File: config.mk
export PLATFORM = sky130hd
export DESIGN_NAME = dec_len_seq
export DESIGN_NICKNAME = d
export VERILOG_FILES = /design/src/rtl/dls_pkg.sv /design/src/rtl/dls_lencnt.sv /design/src/rtl/dls_addr.sv /design/src/rtl/dls_status.sv /design/src/rtl/dls_fsm.sv /design/src/rtl/dec_len_seq.sv
export SDC_FILE = /design/constraint.sdc
export NUM_CORES = 1
export LEC_CHECK = 0
export BUFFER_PORTS_ARGS = -buffer_cell sky130_fd_sc_hd__buf_4
export CORE_MARGIN = 2
export CORE_UTILIZATION = 45
export DETAILED_ROUTE_END_ITERATION = 10
export HOLD_SLACK_MARGIN = 0.02
export PLACE_DENSITY_LB_ADDON = 0.15
export SLEW_MARGIN = 30
export SYNTH_ARGS = -nofsm -noshare
export SYNTH_HDL_FRONTEND = slang
export SYNTH_SLANG_ARGS = --single-unit
File: constraint.sdc
create_clock -name clk -period 2.03 [get_ports clk]
set_input_delay 0.1015 -clock clk [delete_from_list [all_inputs] [get_ports clk]]
set_output_delay 0.1015 -clock clk [all_outputs]
set_load 0.01 [all_outputs]
File: src/rtl/dls_pkg.sv
package dls_pkg;

    typedef enum logic [2:0] {
        ST_IDLE,
        ST_MAIN,
        ST_MAIN_END,
        ST_RCMP,
        ST_RCMP_END
    } seq_state_t;

endpackage

File: src/rtl/dls_lencnt.sv
// Down counter with a skip on the first strobe after loading or arming.
module dls_lencnt #(
    parameter int W = 8
) (
    input  logic         clk,
    input  logic         rst_n,
    input  logic         load,
    input  logic [W-1:0] load_val,
    input  logic         arm,
    input  logic         strobe,
    output logic [W-1:0] cnt,
    output logic         last,
    output logic         step
);

    logic first_q;

    always_comb begin
        last = strobe && !first_q && (cnt == '0);
        step = strobe && !first_q && (cnt != '0);
    end

    always_ff @(posedge clk or negedge rst_n) begin
        if (!rst_n) begin
            cnt     <= '0;
            first_q <= 1'b0;
        end else if (load) begin
            cnt     <= load_val;
            first_q <= 1'b1;
        end else begin
            if (arm) begin
                first_q <= 1'b1;
            end else if (strobe) begin
                first_q <= 1'b0;
            end
            if (step) begin
                cnt <= cnt - 1'b1;
            end
        end
    end

endmodule

File: src/rtl/dls_addr.sv
// Working B-field address with its recall copy.
module dls_addr #(
    parameter int AW = 16
) (
    input  logic          clk,
    input  logic          rst_n,
    input  logic          load,
    input  logic [AW-1:0] load_val,
    input  logic          restore,
    input  logic          dec,
    output logic [AW-1:0] cur_addr
);

    logic [AW-1:0] recall_q;

    always_ff @(posedge clk or negedge rst_n) begin
        if (!rst_n) begin
            cur_addr <= '0;
            recall_q <= '0;
        end else if (load) begin
            cur_addr <= load_val;
            recall_q <= load_val;
        end else if (restore) begin
            cur_addr <= recall_q;
        end else if (dec) begin
            cur_addr <= cur_addr - 1'b1;
        end
    end

endmodule

File: src/rtl/dls_status.sv
// Status word: recall length in the high byte, saved condition in the low byte.
module dls_status #(
    parameter int W = 8
) (
    input  logic           clk,
    input  logic           rst_n,
    input  logic           save,
    input  logic [W-1:0]   cond_in,
    input  logic           restore,
    input  logic [W-1:0]   rlen,
    output logic [2*W-1:0] psr_out,
    output logic [W-1:0]   cond_out
);

    logic [W-1:0] cond_q;

    always_ff @(posedge clk or negedge rst_n) begin
        if (!rst_n) begin
            cond_q <= '0;
        end else if (save) begin
            cond_q <= cond_in;
        end
    end

    always_comb begin
        psr_out  = {rlen, cond_q};
        cond_out = restore ? cond_q : '0;
    end

endmodule

File: src/rtl/dls_fsm.sv
// Pass controller for the main and recomplement passes.
module dls_fsm
    import dls_pkg::*;
(
    input  logic clk,
    input  logic rst_n,
    input  logic start,
    input  logic recomp_req,
    input  logic bcyc,
    input  logic rcyc,
    input  logic main_last,
    input  logic rcmp_last,
    output logic main_stb,
    output logic rcmp_stb,
    output logic recomp_acc,
    output logic field_done,
    output logic pass_done,
    output logic in_rcmp
);

    seq_state_t state_q, state_d;

    always_ff @(posedge clk or negedge rst_n) begin
        if (!rst_n) begin
            state_q <= ST_IDLE;
        end else begin
            state_q <= state_d;
        end
    end

    always_comb begin
        state_d = state_q;
        if (start) begin
            state_d = ST_MAIN;
        end else begin
            unique case (state_q)
                ST_IDLE:     state_d = ST_IDLE;
                ST_MAIN:     if (main_last) state_d = ST_MAIN_END;
                ST_MAIN_END: if (recomp_req) state_d = ST_RCMP;
                ST_RCMP:     if (rcmp_last) state_d = ST_RCMP_END;
                ST_RCMP_END: state_d = ST_RCMP_END;
                default:     state_d = ST_IDLE;
            endcase
        end
    end

    always_comb begin
        main_stb   = 1'b0;
        rcmp_stb   = 1'b0;
        recomp_acc = 1'b0;
        pass_done  = 1'b0;
        in_rcmp    = 1'b0;
        unique case (state_q)
            ST_IDLE: ;
            ST_MAIN: main_stb = bcyc && !start;
            ST_MAIN_END: begin
                pass_done  = 1'b1;
                recomp_acc = recomp_req && !start;
            end
            ST_RCMP: begin
                in_rcmp  = 1'b1;
                rcmp_stb = rcyc && !start;
            end
            ST_RCMP_END: begin
                in_rcmp   = 1'b1;
                pass_done = 1'b1;
            end
            default: ;
        endcase
        field_done = (main_stb && main_last) || (rcmp_stb && rcmp_last);
    end

endmodule

File: src/rtl/dec_len_seq.sv
module dec_len_seq #(
    parameter int AW = 16,
    parameter int LW = 8
) (
    input  logic            clk,
    input  logic            rst_n,
    input  logic            start,
    input  logic [LW-1:0]   len_in,
    input  logic [AW-1:0]   baddr_in,
    input  logic            bcyc,
    input  logic            rcyc,
    input  logic            recomp_req,
    input  logic            lvl_save,
    input  logic            lvl_restore,
    input  logic [LW-1:0]   cond_in,
    output logic [LW-1:0]   count,
    output logic [AW-1:0]   cur_addr,
    output logic            field_done,
    output logic            pass_done,
    output logic            in_rcmp,
    output logic [2*LW-1:0] psr_out,
    output logic [LW-1:0]   cond_out
);

    logic          main_stb, rcmp_stb, recomp_acc;
    logic          main_last, rcmp_last, main_step, rcmp_step;
    logic [LW-1:0] main_cnt, rcmp_cnt;

    dls_fsm u_fsm (
        .clk        (clk),
        .rst_n      (rst_n),
        .start      (start),
        .recomp_req (recomp_req),
        .bcyc       (bcyc),
        .rcyc       (rcyc),
        .main_last  (main_last),
        .rcmp_last  (rcmp_last),
        .main_stb   (main_stb),
        .rcmp_stb   (rcmp_stb),
        .recomp_acc (recomp_acc),
        .field_done (field_done),
        .pass_done  (pass_done),
        .in_rcmp    (in_rcmp)
    );

    dls_lencnt #(.W(LW)) u_main_cnt (
        .clk      (clk),
        .rst_n    (rst_n),
        .load     (start),
        .load_val (len_in),
        .arm      (1'b0),
        .strobe   (main_stb),
        .cnt      (main_cnt),
        .last     (main_last),
        .step     (main_step)
    );

    dls_lencnt #(.W(LW)) u_rcmp_cnt (
        .clk      (clk),
        .rst_n    (rst_n),
        .load     (start),
        .load_val (len_in),
        .arm      (recomp_acc),
        .strobe   (rcmp_stb),
        .cnt      (rcmp_cnt),
        .last     (rcmp_last),
        .step     (rcmp_step)
    );

    dls_addr #(.AW(AW)) u_addr (
        .clk      (clk),
        .rst_n    (rst_n),
        .load     (start),
        .load_val (baddr_in),
        .restore  (recomp_acc),
        .dec      (main_step || rcmp_step),
        .cur_addr (cur_addr)
    );

    dls_status #(.W(LW)) u_status (
        .clk      (clk),
        .rst_n    (rst_n),
        .save     (lvl_save),
        .cond_in  (cond_in),
        .restore  (lvl_restore),
        .rlen     (rcmp_cnt),
        .psr_out  (psr_out),
        .cond_out (cond_out)
    );

    always_comb begin
        count = in_rcmp ? rcmp_cnt : main_cnt;
    end

endmodule

==> flow_summary.toml, run 1 <==
[worst_setup_path]
reg2regPathDepth = 7
max_stage_delay_ns = 0.49
cp_cell_sequence = "inv_2 -> ha_1 -> nor3b_2 -> a211o_1 -> a21boi_4 -> or4_1 -> a31oi_1"
critPathSlowestCell = "or4_1"
cp.required_ns = 2.30
worstSetupPathType = "reg2reg"
endpoint_kind = "flop"
path_max_fanout = 7
critical_path_arrival_ns = 2.27
startpoint_type = "flop"

[timing]
period_share = 0.985
hold_viol = 0
tightest_slew_ns = 0.776
worst_slack_ns = 0.0302
fmax_mhz = 500
clock_skew_ns = 0.00737
period_needed_ns = 2.00
timing_max_transition_violations_final = 0
rsz0062_at_grt = "true"
setup_violations = 0
maxSlewHeadroom = 0.482

[layout]
drive_gt1_frac = 0.377
diodes = 0
fill_cells = 611
design_area_mm2 = 0.00498
nets = 556
syn_to_final_growth_pct = 48.8

[clock_network]
h-tree-depth = 3
clk_pin_slew_worst_paths_ns = 0.07
cts_tree = "built"
cts_buffers = 9
ctsLongestPathBuffers = 2
clock-root-buffer = "clkbuf_8"
clk-insertion-delay-late_ns = 0.35
clkSinkCount = 61

[flow_run]
cap_violations = 0

[synthesis]
synth_top_family_by_area = "simple AND/OR/NAND/NOR gates"
synth_seq_cells = 61
synth_xor_area_frac = 0.0340
synth_top_area_cell = "dfrtp_1"
syn_area_mm2 = 0.00335
synthMuxAreaShare = 0.0770
netlist_top_cells_count = "dfrtp_1 (61), nand2_1 (37), o21ai_0 (28)"
synth_area_per_cell_um2 = 9.37
synth-seq-area-share = 0.456
synth_cells = 357
yosys_warnings = 0
synth_compound_area_frac = 0.147
synth_edf_count = 0
synth_flop_cell = "dfrtp_1"
synthAdderAreaFrac = 0.0187
synth_fp_nets = 402
synth.distinct_cells = 51
synth-simple-area-share = 0.218
synth_top_area_frac = 0.456
postSynth.asyncResetShare = 1.00
synth_area_leaders = "dfrtp_1 (46%), mux2_2 (7.4%), o21ai_0 (4.2%), nand2_1 (4.2%), nor2_1 (2.9%)"
synth.most_common_cell = "dfrtp_1"

[routing]
wire_per_inst_um = 15.3
vias = 3301
drc = 0
dr.pass1.iters = 4
drtIter0Drc = 156
routed_wl_um = 9420
avgViaCountPerCell = 5.38
postRouteAntennaNets = 0

[global_routing]
gr-usage-all-layers = 0.241
grt_first_pass_wirelength_um = 15700
grt_pass1_vias = 3208
grt_max_degree = 62
antenna_found_initial = 0
grt_overflow = 0

[hold_path]
hold_class = "in2reg"
whs_path_depth = 3

[power]
powerDensity_mw_per_mm2 = 716
leakage_nw = 2.34
ir_worst_vdd_uv = 582

[floorplan]
core_mm2 = 0.00721
dieHeight_um = 90.2
start_util = 0.464
ios = 91
die_w_um = 90.2
dieArea_mm2 = 0.00814
rows = 31

[placement]
io_buffers = 90
gp_congestion = 0.776
dp_hpwl_um = 6360
pre_cts_slack_ns = -0.00230
post_dp_cell_area_mm2 = 0.00440

[status]
status = "finished, final reports clean"
cell usage in the layout (no fill, tap or decap), types with 2 or more instances in the layout:
cell,instances
o211ai_1,3
inv_2,2
and3_1,3
nand4b_1,2
xor2_1,6
a21oi_1,13
o31ai_1,4
nor4_1,4
clkinv_2,2
buf_12,2
nand2_1,36
o21ai_1,3
nor3b_2,2
mux2_2,17
mux2_4,5
nand4_1,7
or4_1,6
clkbuf_8,11
nand2b_1,4
nand3b_1,3
nor4_2,3
o22ai_1,2
nor2_1,26
xnor2_1,7
nand3_1,9
inv_1,22
buf_6,11
a211o_1,3
dfrtp_1,61
or3_1,5
a31oi_1,5
o21ai_0,27
nor3b_1,2
o32ai_1,5
ha_1,5
and2_1,8
nor3_1,9
buf_4,124
dlygate4sd3_1,22
or2_2,3
per-layer routing:
| layer | track usage | share of wire | vias up |
|---|---|---|---|
| met5 | 0 | 0 | - |
| met4 | 0.0885 | 0.019 | 0 |
| met3 | 0.0520 | 0.057 | 19 |
| met2 | 0.372 | 0.47 | 109 |
| met1 | 0.335 | 0.46 | 1590 |
| li1 | - | - | 1583 |
flip-flops by register name, summed over array words and instances (netlist names):
register / flops
u_addr.cur_addr: 16
u_addr.recall_q: 16
u_fsm.state_q: 3
u_main_cnt.cnt: 8
u_main_cnt.first_q: 1
u_rcmp_cnt.cnt: 8
u_rcmp_cnt.first_q: 1
u_status.cond_q: 8
worst max-delay path, delay by kind of cell (launching register included):
| family | cells | cell delay (ns) |
|---|---|---|
| fa+ha+maj | 1 | 0.21 |
| flops | 1 | 0.36 |
| compound gates | 3 | 0.63 |
| buf+inv | 1 | 0.06 |
| simple gates | 2 | 0.66 |
where the power goes:
group | internal [mW] | switching [mW] | total, mW | leakage, nW
Clock | 0.623 | 0.493 | 1.12 | 0.101
Combinational | 0.527 | 0.460 | 0.987 | 1.51
Sequential | 1.35 | 0.118 | 1.46 | 0.728
Total | 2.50 | 1.07 | 3.57 | 2.34
what timing repair did:
item | CTS | global route
setup endpoints to repair | 5 | 20
buffers inserted | 2 | 5
hold buffers | 22 | 0
gates resized for setup | 8 | 20
endpoints found under the hold margin | 88 | 0
cloned | 0 | 0
pin swaps | 5 | 5
cell type report:
cell class	instances	area (um2)	area share
Clock buffer	11	151	0.0304
Clock inverter	4	47.5	0.00955
Inverter	24	90.1	0.0181
Multi-Input combinational cell	256	1730	0.346
Sequential cell	61	1530	0.307
Tap cell	99	124	0.0249
Timing Repair Buffer	159	1320	0.264
metrics by stage:
stage               std cells  hold slack (ns)  setup TNS (ns)  utilization  power (mW)
finish                    614           0.0365               0        0.690        3.57
global route              614           0.0570          -0.177        0.690        3.75
CTS                       609           0.0281         -0.0139        0.674        3.55
detailed placement        570            0.239        -0.00230        0.610        2.39
global placement          570            0.237               0        0.610        2.37
floorplan                 357           -0.194         -0.0685            -        1.90
kinds of logic after synthesis:
logic type | count (synthesis)
xor gates and xnor gates | 13
DFF | 61
muxes | 23
AOI/OAI and AO/OA | 76
adders and majority gates | 5
and+or+nand+nor | 139
buffers and inverters | 40
final timing paths:
| kind | slack (ns) | to | startpoint |
|---|---|---|---|
| max | 0.03 | u_addr.cur_addr[11]$_DFFE_PN0P_ | u_rcmp_cnt.cnt[0]$_DFFE_PN0P_ |
| min | 0.04 | u_addr.recall_q[0]$_DFFE_PN0P_ | baddr_in[0] |
| max reg2reg | 0.03 | u_addr.cur_addr[11]$_DFFE_PN0P_ | u_rcmp_cnt.cnt[0]$_DFFE_PN0P_ |
| max in group asynchronous | 1.14 | u_main_cnt.cnt[0]$_DFFE_PN0P_ | rst_n |
| min in group asynchronous | 0.39 | u_addr.recall_q[2]$_DFFE_PN0P_ | rst_n |
| min reg2reg | 0.51 | u_addr.recall_q[10]$_DFFE_PN0P_ | u_addr.recall_q[10]$_DFFE_PN0P_ |
(Power assumes the default switching activity.)
==> run 2: changes to the inputs <==
Settings changed: RECOVER_POWER set to 25.
==> flow_summary.toml, run 2 (same netlist as run 1, synthesis figures left out) <==
[placement]
post_dp_cell_area_mm2 = 0.00440
io_buffers = 90
dp_hpwl_um = 6360
gp_congestion = 0.776

[clock_network]
clkSinkCount = 61
clk_pin_slew_worst_paths_ns = 0.07
cts_buffers = 9
h-tree-depth = 3
ctsLongestPathBuffers = 2
clock-root-buffer = "clkbuf_8"
cts_tree = "built"
clk-insertion-delay-late_ns = 0.35

[routing]
dr.pass1.iters = 4
postRouteAntennaNets = 0
wire_per_inst_um = 15.4
routed_wl_um = 9480
avgViaCountPerCell = 5.41
drtIter0Drc = 191
vias = 3322
drc = 0

[floorplan]
dieArea_mm2 = 0.00814
core_mm2 = 0.00721
dieHeight_um = 90.2
ios = 91
rows = 31
start_util = 0.464
die_w_um = 90.2

[layout]
syn_to_final_growth_pct = 47.6
nets = 556
layout_common_cells = "buf_4 (105), dfrtp_1 (61), nand2_1 (36)"
layout_commonest_cell = "buf_4"
design_area_mm2 = 0.00494
drive_gt1_frac = 0.350
diodes = 0
top_regs = "u_addr.cur_addr (16), u_addr.recall_q (16)"

[worst_setup_path]
path_max_fanout = 7
endpoint_kind = "flop"
max_stage_delay_ns = 0.49
cp_cell_sequence = "inv_2 -> ha_1 -> nor3b_2 -> a211o_1 -> a21boi_4 -> or4_1 -> a31oi_1"
startpoint_type = "flop"
critPathSlowestCell = "or4_1"
worstSetupPathType = "reg2reg"
cp.required_ns = 2.29
critical_path_arrival_ns = 2.26

[power]
p_clk_frac = 0.315
power_switching_mw = 1.08
leakage_nw = 2.30
intPower_mw = 2.48
p_comb_frac = 0.273
power_frac_seq = 0.412
sw_frac_of_total = 0.303
powerDensity_mw_per_mm2 = 720
ir_worst_vdd_uv = 579

[timing]
hold_viol = 0
fmax_mhz = 500
maxSlewHeadroom = -0.0250
period_share = 0.984
clock_skew_ns = 0.00976
rsz0062_at_grt = "true"
setup_violations = 0
period_needed_ns = 2.00
tightest_slew_ns = 1.54
fin_tns_setup_ns = 0
timing_max_transition_violations_final = 62

[global_routing]
grt_first_pass_wirelength_um = 15700
grt_overflow = 0
grt_pass1_vias = 3208
gr-usage-all-layers = 0.241
grtUsageMet1 = 0.335
grt_max_degree = 62
met3_usage = 0.0520
antenna_found_initial = 0
gr-max-usage-layer = "met2"
grt_use_met2 = 0.372

[hold_path]
hold_class = "in2reg"

[status]
status = "finished with violations"
violations = "capacitance limit, slew limit"

[flow_run]
cap_violations = 1
## run 2: changes by cell type in the layout (fill, tap and decap cells not counted), sizes merged
cell,previous run,this run
buf,137,118
clkbuf,11,30
## run 2: stage by stage
stage	setup slack [ns]	hold slack (ns)	util	power (mW)	instances
6_report	0.0318	0.0334	0.684	3.55	614
4_1_cts	-0.0139	0.0281	0.674	3.55	609
5_1_grt	-0.0781	0.0570	0.684	3.73	614
3_5_place_dp	-0.00230	0.239	0.610	2.39	570
3_3_place_gp	0.0773	0.237	0.610	2.37	570
2_1_floorplan	-0.0228	-0.194	-	1.90	357
## run 2: power groups by stage
stage	sequential (mW)	combinational, mW	clock, mW
6_report	1.46	0.970	1.12
5_1_grt	1.48	1.06	1.19
4_1_cts	1.46	0.960	1.13
3_5_place_dp	1.48	0.916	0
3_3_place_gp	1.47	0.897	0
2_1_floorplan	1.52	0.380	0
## run 2: path summary, 6_finish.rpt
path	to	cells past startpoint	from	slack, ns
max	u_addr.cur_addr[11]$_DFFE_PN0P_	7	u_rcmp_cnt.cnt[0]$_DFFE_PN0P_	0.03
max reg2reg	u_addr.cur_addr[11]$_DFFE_PN0P_	7	u_rcmp_cnt.cnt[0]$_DFFE_PN0P_	0.03
min	u_addr.recall_q[0]$_DFFE_PN0P_	3	baddr_in[0]	0.03
max in group asynchronous	u_rcmp_cnt.cnt[3]$_DFFE_PN0P_	2	rst_n	0.44
min in group asynchronous	u_addr.recall_q[2]$_DFFE_PN0P_	2	rst_n	0.68
min reg2reg	u_addr.recall_q[11]$_DFFE_PN0P_	1	u_addr.recall_q[11]$_DFFE_PN0P_	0.49
## run 2: what timing repair did
item / in CTS / in global routing
pin swaps: 5 / 5
hold buffers: 22 / 0
endpoints found under the setup margin: 5 / 20
gates resized for setup: 8 / 20
hold endpoints to repair: 88 / 0
setup buffers: 2 / 5
## run 2: layer usage
metal	vias to the layer above	wire, um
met2	126	4370
met5	-	0
met1	1592	4370
li1	1587	-
met4	0	170
met3	17	564
## run 2: layout make-up
cell class              instances  area [um2]
fillers                       631        2280
multi-input cells             256        1730
flip-flops and latches         61        1530
repair buffers                159        1270
clock buffers                  11         151
well taps                      99         124
inverters                      24        90.1
clock inverters                 4        47.5
## run 2: critical path, delay by kind of cell, from the launching register on
kind / cells / cell delay (ns)
AOI/OAI and AO/OA: 3 / 0.63
adders and majority gates: 1 / 0.21
buffers and inverters: 1 / 0.06
DFF: 1 / 0.36
and+or+nand+nor: 2 / 0.66
